[src/rtl/agen_pkg.sv]
package agen_pkg;

  typedef enum logic [1:0] {
    DISP_NONE = 2'd0,
    DISP_8    = 2'd1,
    DISP_32   = 2'd2
  } disp_kind_e;

  typedef struct packed {
    logic       w;
    logic       r;
    logic       x;
    logic       b;
  } rex_bits_t;

  typedef struct packed {
    logic [3:0] reg_idx;
    logic [3:0] base_idx;
    logic [3:0] index_idx;
    logic       has_base;
    logic       has_index;
    logic       is_mem;
    logic       rip_rel;
    logic       op64;
    logic [1:0] scale;
    disp_kind_e disp_kind;
    logic [2:0] byte_cnt;
  } dec_t;

endpackage

[src/rtl/agen_decode.sv]
module agen_decode
  import agen_pkg::*;
(
  input  logic       long_mode,
  input  logic       rex_present,
  input  logic [7:0] rex_byte,
  input  logic [7:0] modrm,
  input  logic [7:0] sib,
  output dec_t       dec
);
  localparam logic [3:0] REX_NIBBLE = 4'h4;
  localparam logic [2:0] FIELD_SIB  = 3'b100;
  localparam logic [2:0] FIELD_D32  = 3'b101;

  logic       rex_used;
  rex_bits_t  rx;
  logic [1:0] md;
  logic [2:0] rm;
  logic       sib_here;
  logic [2:0] base_field;
  logic       no_base;

  always_comb begin
    rex_used   = long_mode && rex_present && (rex_byte[7:4] == REX_NIBBLE);
    rx         = rex_used ? rex_bits_t'(rex_byte[3:0]) : '0;
    md         = modrm[7:6];
    rm         = modrm[2:0];
    sib_here   = (md != 2'b11) && (rm == FIELD_SIB);
    base_field = sib_here ? sib[2:0] : rm;
    no_base    = (md == 2'b00) && (base_field == FIELD_D32);

    dec           = '0;
    dec.reg_idx   = {rx.r, modrm[5:3]};
    dec.op64      = rx.w;
    dec.is_mem    = (md != 2'b11);
    dec.base_idx  = {rx.b, base_field};
    dec.index_idx = {rx.x, sib[5:3]};
    dec.scale     = sib_here ? sib[7:6] : 2'b00;
    dec.has_index = sib_here && !((sib[5:3] == FIELD_SIB) && !rx.x);
    dec.has_base  = dec.is_mem && !no_base;
    dec.rip_rel   = long_mode && (md == 2'b00) && !sib_here && (rm == FIELD_D32);

    unique case (md)
      2'b01:   dec.disp_kind = DISP_8;
      2'b10:   dec.disp_kind = DISP_32;
      2'b00:   dec.disp_kind = no_base ? DISP_32 : DISP_NONE;
      default: dec.disp_kind = DISP_NONE;
    endcase

    dec.byte_cnt = {2'b00, rex_used} + 3'd1 + {2'b00, sib_here}
                 + ((dec.disp_kind == DISP_8)  ? 3'd1 :
                    (dec.disp_kind == DISP_32) ? 3'd4 : 3'd0);
  end
endmodule

[src/rtl/agen_disp.sv]
module agen_disp
  import agen_pkg::*;
#(
  parameter int AW = 64
) (
  input  disp_kind_e      kind,
  input  logic [31:0]     raw,
  output logic [AW-1:0]   ext
);
  localparam int EXT8  = AW - 8;
  localparam int EXT32 = AW - 32;

  always_comb begin
    unique case (kind)
      DISP_8:  ext = {{EXT8{raw[7]}}, raw[7:0]};
      DISP_32: ext = {{EXT32{raw[31]}}, raw};
      default: ext = '0;
    endcase
  end
endmodule

[src/rtl/agen_sum.sv]
module agen_sum #(
  parameter int AW = 64
) (
  input  logic          has_base,
  input  logic          has_index,
  input  logic          rip_rel,
  input  logic [1:0]    scale,
  input  logic          narrow,
  input  logic [AW-1:0] disp_ext,
  input  logic [AW-1:0] base_val,
  input  logic [AW-1:0] index_val,
  input  logic [AW-1:0] next_ip,
  output logic [AW-1:0] ea
);
  localparam int NW = 32;
  localparam int HW = AW - NW;

  logic [AW-1:0] base_term;
  logic [AW-1:0] index_term;
  logic [AW-1:0] total;

  always_comb begin
    if (rip_rel)       base_term = next_ip;
    else if (has_base) base_term = base_val;
    else               base_term = '0;
    index_term = has_index ? (index_val << scale) : '0;
    total      = disp_ext + base_term + index_term;
    ea         = narrow ? {{HW{1'b0}}, total[NW-1:0]} : total;
  end
endmodule

[src/rtl/modrm_agen.sv]
module modrm_agen
  import agen_pkg::*;
#(
  parameter int AW = 64
) (
  input  logic          clk,
  input  logic          rst_n,
  input  logic          in_valid,
  output logic          in_ready,
  input  logic          long_mode,
  input  logic          addr_ovr,
  input  logic          rex_present,
  input  logic [7:0]    rex_byte,
  input  logic [7:0]    modrm,
  input  logic [7:0]    sib,
  input  logic [31:0]   disp,
  input  logic [AW-1:0] next_ip,
  output logic [3:0]    rf_base_sel,
  output logic [3:0]    rf_index_sel,
  input  logic [AW-1:0] base_val,
  input  logic [AW-1:0] index_val,
  output logic          out_valid,
  input  logic          out_ready,
  output logic [3:0]    reg_idx,
  output logic [3:0]    base_idx,
  output logic [3:0]    index_idx,
  output logic          has_base,
  output logic          has_index,
  output logic          op64,
  output logic          rip_rel,
  output logic [2:0]    byte_cnt,
  output logic          ea_valid,
  output logic [AW-1:0] ea
);
  dec_t          dec;
  logic [AW-1:0] disp_ext;
  logic [AW-1:0] ea_next;
  logic          narrow;
  logic          take;

  agen_decode u_decode (
    .long_mode   (long_mode),
    .rex_present (rex_present),
    .rex_byte    (rex_byte),
    .modrm       (modrm),
    .sib         (sib),
    .dec         (dec)
  );

  agen_disp #(.AW(AW)) u_disp (
    .kind (dec.disp_kind),
    .raw  (disp),
    .ext  (disp_ext)
  );

  assign narrow = !long_mode || addr_ovr;

  agen_sum #(.AW(AW)) u_sum (
    .has_base  (dec.has_base),
    .has_index (dec.has_index),
    .rip_rel   (dec.rip_rel),
    .scale     (dec.scale),
    .narrow    (narrow),
    .disp_ext  (disp_ext),
    .base_val  (base_val),
    .index_val (index_val),
    .next_ip   (next_ip),
    .ea        (ea_next)
  );

  assign rf_base_sel  = dec.base_idx;
  assign rf_index_sel = dec.index_idx;
  assign in_ready     = !out_valid || out_ready;
  assign take         = in_valid && in_ready;

  always_ff @(posedge clk) begin
    if (!rst_n) begin
      out_valid <= 1'b0;
    end else if (in_ready) begin
      out_valid <= in_valid;
    end
  end

  always_ff @(posedge clk) begin
    if (!rst_n) begin
      reg_idx   <= '0;
      base_idx  <= '0;
      index_idx <= '0;
      has_base  <= 1'b0;
      has_index <= 1'b0;
      op64      <= 1'b0;
      rip_rel   <= 1'b0;
      byte_cnt  <= '0;
      ea_valid  <= 1'b0;
      ea        <= '0;
    end else if (take) begin
      reg_idx   <= dec.reg_idx;
      base_idx  <= dec.base_idx;
      index_idx <= dec.index_idx;
      has_base  <= dec.has_base;
      has_index <= dec.has_index;
      op64      <= dec.op64;
      rip_rel   <= dec.rip_rel;
      byte_cnt  <= dec.byte_cnt;
      ea_valid  <= dec.is_mem;
      ea        <= dec.is_mem ? ea_next : '0;
    end
  end
endmodule

[config.mk]
export PLATFORM = sky130hd
export DESIGN_NAME = modrm_agen
export DESIGN_NICKNAME = d
export VERILOG_FILES = /design/src/rtl/agen_pkg.sv /design/src/rtl/agen_decode.sv /design/src/rtl/agen_disp.sv /design/src/rtl/agen_sum.sv /design/src/rtl/modrm_agen.sv
export SDC_FILE = /design/constraint.sdc
export NUM_CORES = 1
export LEC_CHECK = 0
export BUFFER_PORTS_ARGS = -buffer_cell sky130_fd_sc_hd__buf_4
export CORE_MARGIN = 2
export CORE_UTILIZATION = 45
export CTS_CLUSTER_DIAMETER = 30
export DETAILED_ROUTE_END_ITERATION = 7
export PLACE_DENSITY = 0.81
export RECOVER_POWER = 25
export SLEW_MARGIN = 20
export SYNTH_ARGS = -nofsm -noshare
export SYNTH_HDL_FRONTEND = slang
export SYNTH_SLANG_ARGS = --single-unit
[constraint.sdc]
create_clock -name clk -period 6.76 [get_ports clk]
set_clock_uncertainty 0.1 [all_clocks]
set_input_delay 0.338 -clock clk [delete_from_list [all_inputs] [get_ports clk]]
set_output_delay 0.338 -clock clk [all_outputs]
set_load 0.02 [all_outputs]
; ---- Word level (Yosys, flattened, before mapping)
; Index checks and enable logic that the tools add are counted.
[classes]
n_addsub = 5
n_mul = 0
n_div = 0
magnitude_cmp = 0
eq_ne = 10
shift = 1
muxes = 13
bitwise_logic = 0
n_reduce_logical = 20
[ops]
columns = operator, count
row1 = $mux 64, 5
row2 = $add 64x64->64, 2
row3 = $pmux 64 s2, 1
row4 = $shl 64x2->64, 1
row5 = $eq 3x3->1 const B, 4
row6 = $logic_and 1x1->1, 11
row7 = $mux 3, 3
row8 = $logic_not 1->1, 6
row9 = $pmux 2 s3, 1
row10 = $eq 2x1->1 const B, 2
row11 = $eq 2x2->1 const B, 2
row12 = $eq 4x3->1 const B, 1
row13 = $mux 2, 2
row14 = $mux 4, 1
row15 = $add 3x1->3, 1
row16 = $add 3x3->3, 1
row17 = $add 1x1->2 const B, 1
row18 = $logic_not 2->1, 1
row19 = $logic_or 1x1->1, 2
row20 = $ne 2x2->1 const B, 1
[word_totals]
regBits = 85
latch_bits = 0
mem_bits_rw = 0
romBits = 0
inputBits = 255
out_inout_bits = 94
elab_cells = 60
mem_count = 0

; ---- Longest topological paths before layout
; Gate-level depths: netlist (run 1).
[depth]
depth_word = 13
ltp_mapped = 21
mapped_depth_nobuf = 18

; ---- By module
; A second synthesis (run 1) with hierarchy kept.
[unflattened]
cells_unflattened = 1568
hier_area_um2 = 12689.7
[modules_own_cells]
columns = mod, n_inst, cells_per_inst, area_per_inst_um2, seq_area_each_um2
row1 = agen_sum, 1, 1043, 8220.4, 0.0
row2 = modrm_agen, 1, 377, 3544.6, 1701.6
row3 = agen_disp, 1, 102, 615.6, 0.0
row4 = agen_decode, 1, 46, 309.0, 0.0

; ---- Worst setup path after synthesis (run 1)
; OpenSTA, ideal clock, no wires.
[synth_timing]
kind = input to register
startpoint = input port modrm[7]
endpoint = register ea[63]
arrival_ns = 6.198
required_time_ns = 6.598
setup_slack_ns = 0.399
cell_stages = 18
n_path_buf = 2
cell_sequence = nand2_1 a41o_1 a31o_2 clkbuf_1 a21oi_1 fa_1 inv_1 ha_1 clkbuf_1 a21o_1 a21oi_1 o21bai_1 a2111o_1 a31o_2 a21oi_1 a21oi_1 or3_1 nand3_1
[synth_between]
elab_chain_cells = 13
word_cells_on_any_way = 29
cone_classes = add/sub (2) / eq/ne (6) / shift (1) / mux (10) / reduce/logical (10)
[synth_rtl]
columns = element, line_no
row1 = "start, declared", modrm_agen.sv:14  ; input logic [7:0] modrm,
row2 = $ne 2x2->1, "agen_decode.sv:28, agen_decode.sv:35"
row3 = $logic_and 1x1->1, agen_decode.sv:28  ; sib_here = (md != 2'b11) && (rm == FIELD_SIB);
row4 = $mux 3, agen_decode.sv:29  ; base_field = sib_here ? sib[2:0] : rm;
row5 = $eq 3x3->1, agen_decode.sv:30  ; no_base = (md == 2'b00) && (base_field == FIELD_D32);
row6 = $logic_and 1x1->1, agen_decode.sv:30
row7 = $mux 2 / $logic_not 1->1 (equally long branches), "agen_decode.sv:46, agen_decode.sv:40"
row8 = $pmux 2 s3 / $logic_and 1x1->1 (equally long branches), "agen_decode.sv:43, agen_decode.sv:40"
row9 = "$eq 2x2->1, or another cell as far along", agen_disp.sv:14  ; unique case (kind)
row10 = $pmux 64 s2 / $mux 64 (equally long branches), "agen_disp.sv:14, agen_sum.sv:23"
row11 = $add 64x64->64 (2 in a row), agen_sum.sv:27  ; total = disp_ext + base_term + index_term;
row12 = $mux 64, agen_sum.sv:28  ; ea = narrow ? {{HW{1'b0}}, total[NW-1:0]} : total;
row13 = $mux 64 *, modrm_agen.sv:106  ; ea <= dec.is_mem ? ea_next : '0;
row14 = "end signal, assigned", modrm_agen.sv:106
row15 = "end, declared", modrm_agen.sv:33  ; output logic [AW-1:0] ea
; Mark *: on every way between the ends. The rest lies on a longest branch, timed or not.
; A chain may end at the register's enable or synchronous reset.

; ---- Worst setup path in the final report (run 1)
[layout_timing]
startpoint = input port modrm[1]
endpoint = register ea[58]
[layout_between]
elab_chain_cells = 13
word_cells_on_any_way = 26
cone_classes = add/sub (2) / eq/ne (5) / shift (1) / mux (10) / reduce/logical (8)
[layout_rtl]
columns = element, line_no
row1 = $eq 3x3->1, agen_decode.sv:28
row2 = $logic_and 1x1->1, agen_decode.sv:28
row3 = $mux 3, agen_decode.sv:29
row4 = $eq 3x3->1, agen_decode.sv:30
row5 = $logic_and 1x1->1, agen_decode.sv:30
row6 = $mux 2 / $logic_not 1->1 (equally long branches), "agen_decode.sv:46, agen_decode.sv:40"
row7 = $pmux 2 s3 / $logic_and 1x1->1 (equally long branches), "agen_decode.sv:43, agen_decode.sv:40"
row8 = "$eq 2x2->1, or another cell as far along", agen_disp.sv:14
row9 = $pmux 64 s2 / $mux 64 (equally long branches), "agen_disp.sv:14, agen_sum.sv:23"
row10 = $add 64x64->64, agen_sum.sv:27
row11 = $add 64x64->64 *, agen_sum.sv:27
row12 = $mux 64 *, agen_sum.sv:28
row13 = $mux 64 *, modrm_agen.sv:106
; Marked as above.

==> metrics.txt, run 1 <==
YS warnings=0; # setup viols final=0; Clk Tree Root Cell=clkbuf_16; HPWL Detailed=30500 um; Initial DRT Pass Iterations=5; Syn-to-layout area delta=25.3%; Mapped Cells=1391; required time worst endpoint=6.89 ns; core area=0.0245 mm2; fraction of layout cells with a size suffix above 1=0.254; Synth async-reset ratio=0; status=completed; GRT Total Usage=0.276; Worst Path Arrival=5.73 ns; Syn Area/Cell=8.12 um2; worst hold-check path type=in -> reg; achievable frequency=0.178 GHz; die height=162 um; DRT iter0 DRCs=990; Post-CTS Setup Bufs=0; clk sinks=85; RSZ-0062 raised after global routing=no; Die W=162 um; reg-to-reg endpoint=ea[56]$_SDFFE_PN0P_; Power Total=2.24 mW; worst setup path start=modrm[1]; vias in the first global route=11366; Worst-Margin Slew=1.12 ns; Via-to-Cell Ratio=5.86; post-synthesis sequential area ratio=0.151; initial core utilization=0.462; n_diodes=0; CTS tree=yes; CP Max Fanout=33; Tcrit/Tclk final=0.829; Max Cap Viol=0; Synth Register Bits=85; full die area=0.0264 mm2; CP Capture Type=register; utilization after layout=0.579; Pwr per Cell Area=158 mW/mm2; clk_lat worst skew=0.34 ns; cts repair resizes=0; Vias=11686; hold_buf cts=0; # DRC=0; ys flop type=dfxtp_1; cell row count=57; final wirelength=37300 um; antenna violations before repair=0; Bufs on Longest Clock Path=2; Overflow after GRT=0; Max H-tree Level=3; crit path to=ea[58]$_SDFFE_PN0P_; RePlAce Congestion=0.992; first-pass GRT wire length=58200 um; Cell Area, Synth=0.0113 mm2; Worst VDD drop=161 uV; DR WL/cell=18.7 um; leak pwr=6.79 nW; Top Ports=349; port buffer count=348; number of distinct library cells after synthesis=78; Syn Nets=1774; max-slew violation count=0; WS Path Type=in -> reg; Worst R2R Path Depth=8; flop2flop setup slack=3.65 ns; Slew Limit Headroom=0.254; TritonCTS Buffers=9; Final Critical Period=5.61 ns; Post-synth EDFFs=0; largest net degree at the start of global routing=55; Antenna Nets Post-Route=0; r2r startpoint=out_valid$_SDFFE_PN0N_; TNS Setup=0 ns; Worst setup SP type=input pin; final hold violations=0; CTS clk-pin slew, worst paths=0.07 ns; fin nets=2047
-- layer usage --
layer,routed length (um),vias up,GRT usage
met5,0,-,0
met4,1110,0,0.0913
li1,-,5489,-
met2,17900,517,0.479
met3,2610,71,0.0390
met1,15700,5609,0.355
-- worst max-delay path, stage by stage --
cell and delay (ns):
buf_4 0.12, nor2b_1 0.49, nand2_1 0.14, inv_1 0.18
nand2_2 0.51, mux4_2 0.41, nand2_1 0.07, fa_1 0.52
inv_1 0.04, ha_1 0.35, a21o_2 0.22, a31oi_1 0.23
a21oi_1 0.17, a211o_1 0.42, a311oi_1 0.41, o21a_1 0.32
o21ai_0 0.20, nor4b_1 0.19, or3_1 0.37
-- cells by family (layout without fill, tap and decap cells) --
logic type	after synthesis	count (layout)	share of synthesized area
AOI/OAI and AO/OA	408	408	0.240
xor gates and xnor gates	52	52	0.0415
adders and majority gates	128	128	0.185
buffers and inverters	250	528	0.0935
DFF	85	85	0.151
muxes	68	68	0.126
and+or+nand+nor	400	400	0.164
-- cell usage in the layout, fill, tap and decap left out, types with 17 or more instances in the layout --
master,instances
inv_1,147
mux4_2,59
nor2_1,51
a21o_1,35
nand3_1,29
dfxtp_1,85
a21boi_0,20
o21ai_0,61
clkbuf_1,44
nand4_1,18
xor2_1,22
nor2b_1,33
fa_1,65
nor3_1,17
xnor2_1,29
buf_4,322
ha_1,63
a22oi_1,91
nand2_1,196
a21oi_1,108
-- report_power, final --
part | internal [mW] | switching, mW
Clock | 0.323 | 0.212
Sequential | 0.535 | 0.0219
Combinational | 0.474 | 0.670
Total | 1.33 | 0.904
-- cell type report --
| class | count | area (um2) |
|---|---|---|
| clock inverter | 6 | 87.6 |
| fill | 2308 | 10300 |
| timing repair buffer | 365 | 2580 |
| inverter | 147 | 552 |
| sequential | 85 | 1700 |
| clock buffer | 10 | 229 |
| multi-input combinational | 1056 | 8600 |
| tap | 324 | 405 |
-- stage by stage --
step,hold slack [ns],cells,area [um2],worst slack (ns)
2_1_floorplan,0.377,1391,11300,0.399
3_3_place_gp,0.341,1977,14000,0.989
3_5_place_dp,0.344,1977,14000,0.836
4_1_cts,0.162,1993,14300,1.18
5_1_grt,0.172,1993,14200,0.791
6_report,0.170,1993,14200,1.15
-- cell usage after synthesis (9+ instances only) --
cell type,number,share of area
a21boi_0,20,0.013
a21o_1,35,0.023
a21oi_1,109,0.048
a22oi_1,91,0.060
a31oi_1,13,0.0072
and2_1,9,0.0050
and3_1,12,0.0066
buf_1,19,0.0063
buf_2,11,0.0049
clkbuf_1,57,0.019
dfxtp_1,85,0.15
fa_1,65,0.12
ha_1,63,0.070
inv_1,147,0.049
mux4_2,59,0.12
nand2_1,198,0.066
nand3_1,30,0.013
nand4_1,18,0.010
nor2_1,52,0.017
nor2b_1,33,0.018
nor3_1,17,0.0075
o21ai_0,61,0.027
o21bai_1,14,0.0093
xnor2_1,29,0.022
xor2_1,22,0.017
-- registers in the layout (all words and copies together), names as in the netlist --
signal     flops
base_idx       4
byte_cnt       3
ea            64
ea_valid       1
has_base       1
has_index      1
index_idx      4
op64           1
out_valid      1
reg_idx        4
rip_rel        1
-- worst min-delay path by stage --
stage                              from                   endpoint  slack [ns]  cells after the start
detailed placement  ea[54]$_SDFFE_PN0P_        ea[54]$_SDFFE_PN0P_        0.34                      2
finish                         modrm[4]    reg_idx[1]$_SDFFE_PN0P_        0.17                      3
global placement    ea[52]$_SDFFE_PN0P_        ea[52]$_SDFFE_PN0P_        0.34                      2
CTS                            modrm[4]    reg_idx[1]$_SDFFE_PN0P_        0.16                      3
floorplan                      in_valid     out_valid$_SDFFE_PN0N_        0.38                      2
global route                     sib[4]  index_idx[1]$_SDFFE_PN0P_        0.17                      3
Power figures use the tool's default switching activity.
==> run 2: changes to the inputs <==
ABC_AREA = 1   (was default)
PLACE_DENSITY = 0.8   (was 0.81)
clock period = 4.8 ns   (was 6.76 ns; I/O delays follow)
==> metrics.txt, run 2 <==
status=completed; sequential share of power=0.243 (-0.006); final wirelength=53200 um (+43%); ys flop type=dfxtp_1; Worst setup SP type=input pin; largest net degree at the start of global routing=76 (+38%); Post-CTS Setup Bufs=0 (unchanged); cell mode on critical path=nand3_1; Initial DRT Pass Iterations=6 (+1); Die W=171 um (+5.3%); WS Path Type=in -> reg; slowest stage delay, CP=0.68 ns (+0.16 ns); Psw=1.45 mW (+61%); max-slew violation count=0 (unchanged); Worst Path Arrival=4.61 ns (-1.12 ns); CTS tree=yes; CP Capture Type=register; number of distinct library cells after synthesis=46 (-41%); Antenna Nets Post-Route=0 (unchanged); fraction of layout cells with a size suffix above 1=0.171 (-0.0830); Syn Area/Cell=5.88 um2 (-28%); Synth top area share=0.159 (+0.00854); Cell Area, Synth=0.0125 mm2 (+11%); antenna violations before repair=1 (+1); hold_buf cts=0 (unchanged); # DRC=0 (unchanged); Max Cap Viol=0 (unchanged); FF+latch area=0.00170 mm2 (unchanged); core area=0.0276 mm2 (+13%); Tcrit/Tclk final=0.933; Crit path max-delay family=simple AND/OR/NAND/NOR gates; Sw Ratio=0.449 (+0.0448); leak pwr=8.44 nW (+24%); most frequent cells after synthesis=nand2_1 (532), inv_1 (370), nand3_1 (291); DRT iter0 DRCs=1073 (+8.4%); GR Layer Usage met2=0.649 (+0.170); cts repair resizes=0 (unchanged); Clk Tree Root Cell=clkbuf_16; # setup viols final=0 (unchanged); clk_lat worst skew=0.36 ns (+0.02 ns); Synth async-reset ratio=0 (unchanged); initial core utilization=0.454 (-0.00773); full die area=0.0292 mm2 (+11%); Mapped Cells=2134 (+53%); Worst-Margin Slew=0.965 ns (-0.153 ns); Synth Register Bits=85 (unchanged); DR WL/cell=18.8 um (+0.22%); worst hold-check path type=in -> reg; most common cell in the netlist=nand2_1; max FFs per register=64 (unchanged); Buf/Inv on CP=5 (+2); clk sinks=85 (unchanged); met3 Use GR=0.0497 (+0.0108); Power Total=3.24 mW (+45%); Area after DPL=0.0157 mm2 (+12%); Vias=15388 (+32%); fin nets=2834 (+38%); Filler cells=2828 (+23%); GRT Total Usage=0.360 (+0.0831); Final Critical Period=4.48 ns; commonest non-fill, non-tap cell in the layout=nand2_1; grt met1 use=0.423 (+0.0676); area leader, netlist=nand2_1; first-pass GRT wire length=80100 um (+38%); slowest CP cell=o21ai_0; CP Max Fanout=47 (+42%); ranking of synthesized cells by area=nand2_1 (16%), dfxtp_1 (14%), nand3_1 (12%), inv_1 (11%), fa_1 (10%); vias in the first global route=14680 (+29%); YS warnings=0 (unchanged); Pint=1.78 mW (+34%); Overflow after GRT=0 (unchanged); Worst VDD drop=141 uV (-13%); Via-to-Cell Ratio=5.43 (-7.4%); commonest cells after routing, fill and taps aside=nand2_1 (531), inv_1 (370), buf_4 (342); Post-synth EDFFs=0 (unchanged); area of the multi-input gates=0.00906 mm2 (+5.4%); Bufs on Longest Clock Path=2 (unchanged); TritonCTS Buffers=9 (unchanged); Syn-to-layout area delta=26.5%; final hold violations=0 (unchanged); Pwr per Cell Area=204 mW/mm2 (+29%); Biggest register=ea; utilization after layout=0.574 (-0.00415); RSZ-0062 raised after global routing=no; required time worst endpoint=4.93 ns (-1.96 ns); GR peak layer=met2; Syn Nets=2517 (+42%); die height=171 um (+5.3%); post-synthesis sequential area ratio=0.136 (-0.0150); design area=0.0159 mm2 (+12%); Slew Limit Headroom=0.357 (+0.102); cell row count=61 (+7.0%); CTS clk-pin slew, worst paths=0.09 ns (+0.02 ns); port buffer count=348 (unchanged); achievable frequency=0.223 GHz; Clk pwr share=0.245 (+0.006); RePlAce Congestion=1.08 (+9.2%); Top Ports=349 (unchanged); HPWL Detailed=43500 um (+42%); Logic pwr share=0.512 (about the same); Max H-tree Level=3 (unchanged)
## run 2: final timing paths
check	startpoint	to	slack [ns]	depth (start not counted)
max reg2reg	out_valid$_SDFFE_PN0N_	ea[32]$_SDFFE_PN0P_	1.99	11
min	rex_byte[2]	reg_idx[3]$_SDFFE_PN0P_	0.03	3
max	modrm[1]	ea[52]$_SDFFE_PN0P_	0.32	25
min reg2reg	ea[46]$_SDFFE_PN0P_	ea[46]$_SDFFE_PN0P_	0.37	2
## run 2: metrics by stage
step	instances	TNS, ns	hold slack, ns	worst slack, ns
floorplan	2134	0	0.278	0.797
global placement	2818	0	0.354	0.0833
detailed placement	2818	-0.0335	0.356	-0.0335
CTS	2834	0	0.0230	0.360
global route	2835	0	0.0380	0.0863
finish	2835	0	0.0317	0.321
## run 2: power groups by stage
| stage | combinational (mW) | clock (mW) | sequential (mW) |
|---|---|---|---|
| after floorplan | 0.935 | 0 | 0.849 |
| after global placement | 1.63 | 0 | 0.803 |
| after detailed placement | 1.65 | 0 | 0.803 |
| after CTS | 1.66 | 0.799 | 0.787 |
| after global routing | 1.83 | 0.817 | 0.791 |
| final | 1.66 | 0.792 | 0.788 |
## run 2: cell families (layout without fill, tap and decap cells)
kind of cell	count (synthesis)	in the layout	share of synthesized area
flip-flops	85	85	0.136
multiplexers	57	57	0.0455
adder cells (fa/ha/maj)	128	128	0.167
XOR/XNOR	2	2	0.00140
AND/OR/NAND/NOR	1067	1067	0.367
buffers and inverters	465	787	0.143
AO/OA/AOI/OAI	330	330	0.141
other	0	1	0
## run 2: final cells by class
class,instances,area share
Clock buffer,9,0.0142
Antenna cell,1,0.000158
Clock inverter,7,0.00512
Multi-Input combinational cell,1584,0.571
Inverter,376,0.0889
Tap cell,378,0.0298
Sequential cell,85,0.107
Timing Repair Buffer,395,0.184
## run 2: tightest hold or removal path, cell delays in order
cell	delay [ns]
buf_4	0.11
nand2_1	0.05
a21oi_1	0.05
## run 2: layer usage
metal | share of wire | vias up | wire [um]
met5 | 0 | - | 0
met4 | 0.044 | 0 | 2340
met3 | 0.063 | 96 | 3340
met2 | 0.49 | 615 | 26000
met1 | 0.40 | 7214 | 21500
li1 | - | 7463 | -
